==> config.mk <==
export PLATFORM = sky130hd
export DESIGN_NAME = rr_inbuf
export DESIGN_NICKNAME = d
export VERILOG_FILES = /design/src/rtl/rr_inbuf_pkg.sv /design/src/rtl/rr_fifo.sv /design/src/rtl/rr_issue_gate.sv /design/src/rtl/rr_nack_slot.sv /design/src/rtl/rr_inbuf.sv
export SDC_FILE = /design/constraint.sdc
export NUM_CORES = 1
export LEC_CHECK = 0
export ABC_AREA = 0
export BUFFER_PORTS_ARGS = -buffer_cell sky130_fd_sc_hd__buf_2
export CAP_MARGIN = 10
export CORE_MARGIN = 2
export CORE_UTILIZATION = 36
export DETAILED_ROUTE_END_ITERATION = 8
export MAX_ROUTING_LAYER = met4
export PLACE_DENSITY_LB_ADDON = 0.12
export SLEW_MARGIN = 20
export SYNTH_ARGS = -nofsm -noshare
export SYNTH_HDL_FRONTEND = slang
export SYNTH_SLANG_ARGS = --single-unit
export TNS_END_PERCENT = 5
==> constraint.sdc <==
create_clock -name clk -period 2.5 [get_ports clk]
set_input_delay 0.25 -clock clk [delete_from_list [all_inputs] [get_ports clk]]
set_output_delay 0.25 -clock clk [all_outputs]
set_load 0.005 [all_outputs]
==> src/rtl/rr_inbuf_pkg.sv <==
`timescale 1ns/1ps
package rr_inbuf_pkg;

   typedef enum logic {
      PK_REQ = 1'b0,
      PK_RPL = 1'b1
   } pkt_kind_e;

   function automatic int req_slots(input int nodes, input int per_node);
      return per_node * (nodes - 1);
   endfunction

endpackage

==> src/rtl/rr_fifo.sv <==
`timescale 1ns/1ps
module rr_fifo #(
   parameter int W     = 8,
   parameter int DEPTH = 4
) (
   input  logic         clk,
   input  logic         rst_n,
   input  logic         push,
   input  logic         pop,
   input  logic [W-1:0] wdata,
   output logic [W-1:0] rdata,
   output logic         full,
   output logic         empty
);
   localparam int AW = (DEPTH > 1) ? $clog2(DEPTH) : 1;
   localparam int CW = $clog2(DEPTH + 1);
   localparam bit POW2 = (DEPTH == (1 << AW));

   logic [W-1:0]  mem [DEPTH];
   logic [AW-1:0] wp, rp, wp_nxt, rp_nxt;
   logic [CW-1:0] cnt;
   logic          push_ok, pop_ok;

   if (DEPTH < 1) begin : g_bad_depth
      $error("rr_fifo: DEPTH must be at least 1");
   end

   assign push_ok = push & ~full;
   assign pop_ok  = pop & ~empty;

   if (POW2) begin : g_wrap_pow2
      assign wp_nxt = wp + 1'b1;
      assign rp_nxt = rp + 1'b1;
   end else begin : g_wrap_cmp
      assign wp_nxt = (wp == AW'(DEPTH - 1)) ? '0 : wp + 1'b1;
      assign rp_nxt = (rp == AW'(DEPTH - 1)) ? '0 : rp + 1'b1;
   end

   always_ff @(posedge clk) begin
      if (!rst_n) begin
         wp  <= '0;
         rp  <= '0;
         cnt <= '0;
      end else begin
         if (push_ok) wp <= wp_nxt;
         if (pop_ok)  rp <= rp_nxt;
         case ({push_ok, pop_ok})
            2'b10:   cnt <= cnt + 1'b1;
            2'b01:   cnt <= cnt - 1'b1;
            default: cnt <= cnt;
         endcase
      end
   end

   always_ff @(posedge clk) begin
      if (push_ok) mem[wp] <= wdata;
   end

   assign rdata = mem[rp];
   assign full  = (cnt == CW'(DEPTH));
   assign empty = (cnt == '0);

endmodule

==> src/rtl/rr_issue_gate.sv <==
`timescale 1ns/1ps
module rr_issue_gate #(
   parameter int K = 2
) (
   input  logic clk,
   input  logic rst_n,
   input  logic iss_req,
   input  logic rpl_deq,
   output logic iss_ok
);
   localparam int CW = $clog2(K + 1);

   logic [CW-1:0] outst;
   logic          inc, dec;

   assign iss_ok = (outst < CW'(K));
   assign inc    = iss_req & iss_ok;
   assign dec    = rpl_deq & (outst != '0);

   always_ff @(posedge clk) begin
      if (!rst_n) begin
         outst <= '0;
      end else begin
         case ({inc, dec})
            2'b10:   outst <= outst + 1'b1;
            2'b01:   outst <= outst - 1'b1;
            default: outst <= outst;
         endcase
      end
   end

endmodule

==> src/rtl/rr_nack_slot.sv <==
`timescale 1ns/1ps
module rr_nack_slot #(
   parameter int SRC_W = 2
) (
   input  logic             clk,
   input  logic             rst_n,
   input  logic             load,
   input  logic [SRC_W-1:0] load_src,
   input  logic             nack_ready,
   output logic             nack_valid,
   output logic [SRC_W-1:0] nack_dst,
   output logic             can_load
);
   assign can_load = ~nack_valid | nack_ready;

   always_ff @(posedge clk) begin
      if (!rst_n) begin
         nack_valid <= 1'b0;
         nack_dst   <= '0;
      end else if (load && can_load) begin
         nack_valid <= 1'b1;
         nack_dst   <= load_src;
      end else if (nack_ready) begin
         nack_valid <= 1'b0;
      end
   end

endmodule

==> src/rtl/rr_inbuf.sv <==
`timescale 1ns/1ps
module rr_inbuf #(
   parameter int NODES  = 4,
   parameter int K      = 2,
   parameter int SRC_W  = 2,
   parameter int DATA_W = 8
) (
   input  logic              clk,
   input  logic              rst_n,
   input  logic              in_valid,
   output logic              in_ready,
   input  logic              in_kind,
   input  logic [SRC_W-1:0]  in_src,
   input  logic [DATA_W-1:0] in_data,
   output logic              rq_valid,
   input  logic              rq_ready,
   output logic [SRC_W-1:0]  rq_src,
   output logic [DATA_W-1:0] rq_data,
   output logic              rq_full,
   output logic              rq_empty,
   output logic              rp_valid,
   input  logic              rp_ready,
   output logic [DATA_W-1:0] rp_data,
   output logic              rp_full,
   output logic              rp_empty,
   input  logic              iss_req,
   output logic              iss_ok,
   output logic              nack_valid,
   input  logic              nack_ready,
   output logic [SRC_W-1:0]  nack_dst,
   output logic              err
);
   import rr_inbuf_pkg::*;

   localparam int RQ_DEPTH = req_slots(NODES, K);
   localparam int RP_DEPTH = K;
   localparam int RQ_W     = SRC_W + DATA_W;

   if (NODES < 2) begin : g_bad_nodes
      $error("rr_inbuf: NODES must be at least 2");
   end
   if (K < 1) begin : g_bad_k
      $error("rr_inbuf: K must be at least 1");
   end
   if (SRC_W < $clog2(NODES)) begin : g_bad_src
      $error("rr_inbuf: SRC_W too narrow for NODES");
   end

   logic            is_rpl, in_fire;
   logic            rq_push, rp_push, nack_load, can_load;
   logic [RQ_W-1:0] rq_word;

   assign is_rpl    = (in_kind == PK_RPL);
   assign in_ready  = is_rpl | ~rq_full | can_load;
   assign in_fire   = in_valid & in_ready;
   assign rq_push   = in_fire & ~is_rpl & ~rq_full;
   assign nack_load = in_fire & ~is_rpl & rq_full;
   assign rp_push   = in_fire & is_rpl;

   rr_fifo #(.W(RQ_W), .DEPTH(RQ_DEPTH)) u_rq_fifo (
      .clk   (clk),
      .rst_n (rst_n),
      .push  (rq_push),
      .pop   (rq_ready),
      .wdata ({in_src, in_data}),
      .rdata (rq_word),
      .full  (rq_full),
      .empty (rq_empty)
   );

   assign rq_valid = ~rq_empty;
   assign rq_src   = rq_word[RQ_W-1:DATA_W];
   assign rq_data  = rq_word[DATA_W-1:0];

   rr_fifo #(.W(DATA_W), .DEPTH(RP_DEPTH)) u_rp_fifo (
      .clk   (clk),
      .rst_n (rst_n),
      .push  (rp_push),
      .pop   (rp_ready),
      .wdata (in_data),
      .rdata (rp_data),
      .full  (rp_full),
      .empty (rp_empty)
   );

   assign rp_valid = ~rp_empty;

   rr_nack_slot #(.SRC_W(SRC_W)) u_nack (
      .clk        (clk),
      .rst_n      (rst_n),
      .load       (nack_load),
      .load_src   (in_src),
      .nack_ready (nack_ready),
      .nack_valid (nack_valid),
      .nack_dst   (nack_dst),
      .can_load   (can_load)
   );

   rr_issue_gate #(.K(K)) u_gate (
      .clk     (clk),
      .rst_n   (rst_n),
      .iss_req (iss_req),
      .rpl_deq (rp_valid & rp_ready),
      .iss_ok  (iss_ok)
   );

   always_ff @(posedge clk) begin
      if (!rst_n)                err <= 1'b0;
      else if (rp_push && rp_full) err <= 1'b1;
   end

endmodule

==> impl_results.md <==
* Hold Path Origin: in_src[1]
* Mapped Area at 0.00391 sq mm
* Io pins at 48
* TritonCTS clock tree: done
* WP buf/inv at 2
* CTS resizes at 0
* Iteration-0 DRC Markers at between 40 and 50
* Hold-fix buffers, CTS at 0
* Max Freq at 0.457 GHz
* Core area at 0.0107 sq mm
* Slowest-stage cell, CP: mux4_2
* Worst endpoint required time at 2250 ps
* Initial antenna violation count at 0
* Latest clock arrival within the worst-skew pair at 350 ps
* Commonest non-fill, non-tap cells in the layout: 76 x edfxtp_1, 47 x buf_2, 28 x mux2_2, 23 x dfxtp_1, 15 x nor2_1
* Synth Area in Simple Gates at 0.0733
* Xor-xnor portion of the synthesized cell area at 0.0157
* Die width at 108 microns
* DP HPWL at 4410 microns
* WL per Instance at 15.4 microns
* Critical Path Start Type: flip-flop
* Pwr Total at between 3 and 4 mW
* Via-to-Cell Ratio at 4.68
* Synth area leaders: edfxtp_1 58%, dfxtp_1 12%, mux2_2 8.1%
* Leakage at 1.63 nW
* Clk buf depth at 2
* R2R cell count at 8
* Slew Limit Headroom at 0.535
* Leading area contributor after synthesis: edfxtp_1
* Crit path largest cell delay at 470 ps
* Post-DRT Antenna Nets at 0
* Share of cells above drive strength 1 at 0.384
* Clock slew at reported path FFs at 80 ps
* Kind of cell adding the most delay to the critical path: multiplexers
* Largest net degree at the start of global routing at 21
* Number of synthesized flops with an enable pin at between 70 and 80
* Cell Count Post-Placement at 429
* Drt pass-1 iters at 4
* Stages on worst setup path at 4
* Unique masters post-synth at 35
* Synthesized-area fraction occupied by adder cells at 0.0147
* RSZ-0062 raised after global routing: false
* WHS Path Cells at 1
* Vias in the first global route at 2,139
* DR vias at 2,083
* Ys async rst share at 0
* VDD IR max at 0.000436 V
* Total CTS buffers at 9
* P&R area growth vs syn at 16.1%
* Cell Rows at 38
* Reg2reg start: u_rq_fifo.cnt[2]
* Largest family of logic cells by synthesized area: multiplexers
* Syn nets at roughly 260
* Pins Over Slew Limit at 0
* Placer Congestion at 0.751
* Status: complete, no violations
* Nets@finish at roughly 320
* Min Tclk post-route at 2190 ps
* Commonest non-fill, non-tap cell in the layout: edfxtp_1
* Max Cap Violations at 0
* Critical path fanouts, max at 20
* Setup CP Type: reg2out
* First-pass GRT wire length at 10,600 microns
* Syn Area/Cell at 16.2 sq um
* Final Non-Filler Cells at approximately 450
* Postcts setup bufs at 0
* Clock sink count at a little under 100
* Number of port buffers at 47
* Setup crit end kind: output port
* Share of the synthesized area in the top cell type at 0.583
* Ys Warns at 0
* Tcrit/Tclk final at 0.875
* Antenna Diode Count at 0
* Least-Margin Pin Slew at a little under 700 ps
* FF+latch count, synth at 99
* Syn Inst Count at 241
* Starting density of the core at 0.366
* WL final at slightly below 7000 microns
* Sequential area share after synthesis at 0.701
* Ys flop type: edfxtp_1
* Post-synthesis compound-gate area fraction at 0.0250
* Hold_ws at roughly 170 ps
* PD cells at 809 mW/mm^2
* WP data arrival at a little under 2000 ps
* Die area at 0.0117 sq mm
* Post-synthesis mux area share at 0.148
* Height of the chip at around 110 microns
* Clock root cell: clkbuf_8
* Setup violators final at 0
* GRT overflow at 0
* Post-detailed-route DRC marker count at 0
* Hold Crit Class: in2reg
* Setup TNS Final at 0 ps
* H-tree lvl count at 3
* CP cell instances: buf_4 -> mux2_2 -> mux4_2 -> buf_2
* Final Hold Violating Endpoints at 0
* Clock skew at just over 5 ps
* Total track usage at 0.128
[flip-flops by register name (all words and copies together) (netlist names), named ones only]
signal and cells:
u_gate.outst 2, u_rp_fifo.mem 16, u_rq_fifo.mem 60, u_rq_fifo.cnt 3, u_rq_fifo.rp 3, u_rp_fifo.wp 1
u_rp_fifo.rp 1, u_rq_fifo.wp 3, err 1, u_rp_fifo.cnt 2, u_nack.nack_valid 1, u_nack.nack_dst 2
[metal layers]
layer / share of wire / GRT usage / up-vias
li1: - / - / 1009
met1: 0.45 / 0.147 / 1033
met2: 0.51 / 0.217 / 37
met3: 0.036 / 0.0319 / 4
met4: 0.0083 / 0.0467 / 0
met5: 0 / - / -
[area by class of cell]
type	instances	area, sq um
clock inverter	6	65.1
multi-input combinational	123	1080
sequential	99	2740
timing repair buffer	56	303
fill	1015	6160
clock buffer	10	128
tap	140	175
inverter	11	43.8
[logic make-up (layout without fill, tap and decap cells)]
family	count (synthesis)	in the layout
buffers and inverters	19	83
and+or+nand+nor	52	52
adders and majority gates	4	4
muxes	42	42
xor gates and xnor gates	7	7
DFF	99	99
AOI/OAI and AO/OA	18	18
[synthesized netlist by cell type (4+ instances only)]
library cell,n
edfxtp_1,76
mux2_2,28
dfxtp_1,23
nor2_1,15
nand2_1,11
inv_1,10
mux4_2,10
a21oi_1,8
o21ai_0,7
or3_1,6
xor2_1,5
mux2i_1,4
[path summary, 6_finish.rpt]
path	to	slack [ps]
min reg2reg	u_nack.nack_dst[1]	460
max	rq_data[1]	310
max reg2reg	u_rq_fifo.cnt[2]	360
min	u_rq_fifo.mem[5][9]	170
[metrics by stage]
stage                      util  instance area, sq um  setup slack (ps)
after global placement    0.406                  4350               425
after CTS                 0.424                  4540               252
after detailed placement  0.406                  4350               381
after floorplan               -                  3910               299
after global routing      0.424                  4540               209
final                     0.424                  4540               313
[power breakdown]
part,internal [mW],total (mW),leakage (nW),switching (mW)
Sequential,1.87,1.96,0.877,0.0847
Clock,0.465,0.969,0.0966,0.504
Combinational,0.403,0.747,0.655,0.343
Note: power is estimated with default switching activity, not from simulation.
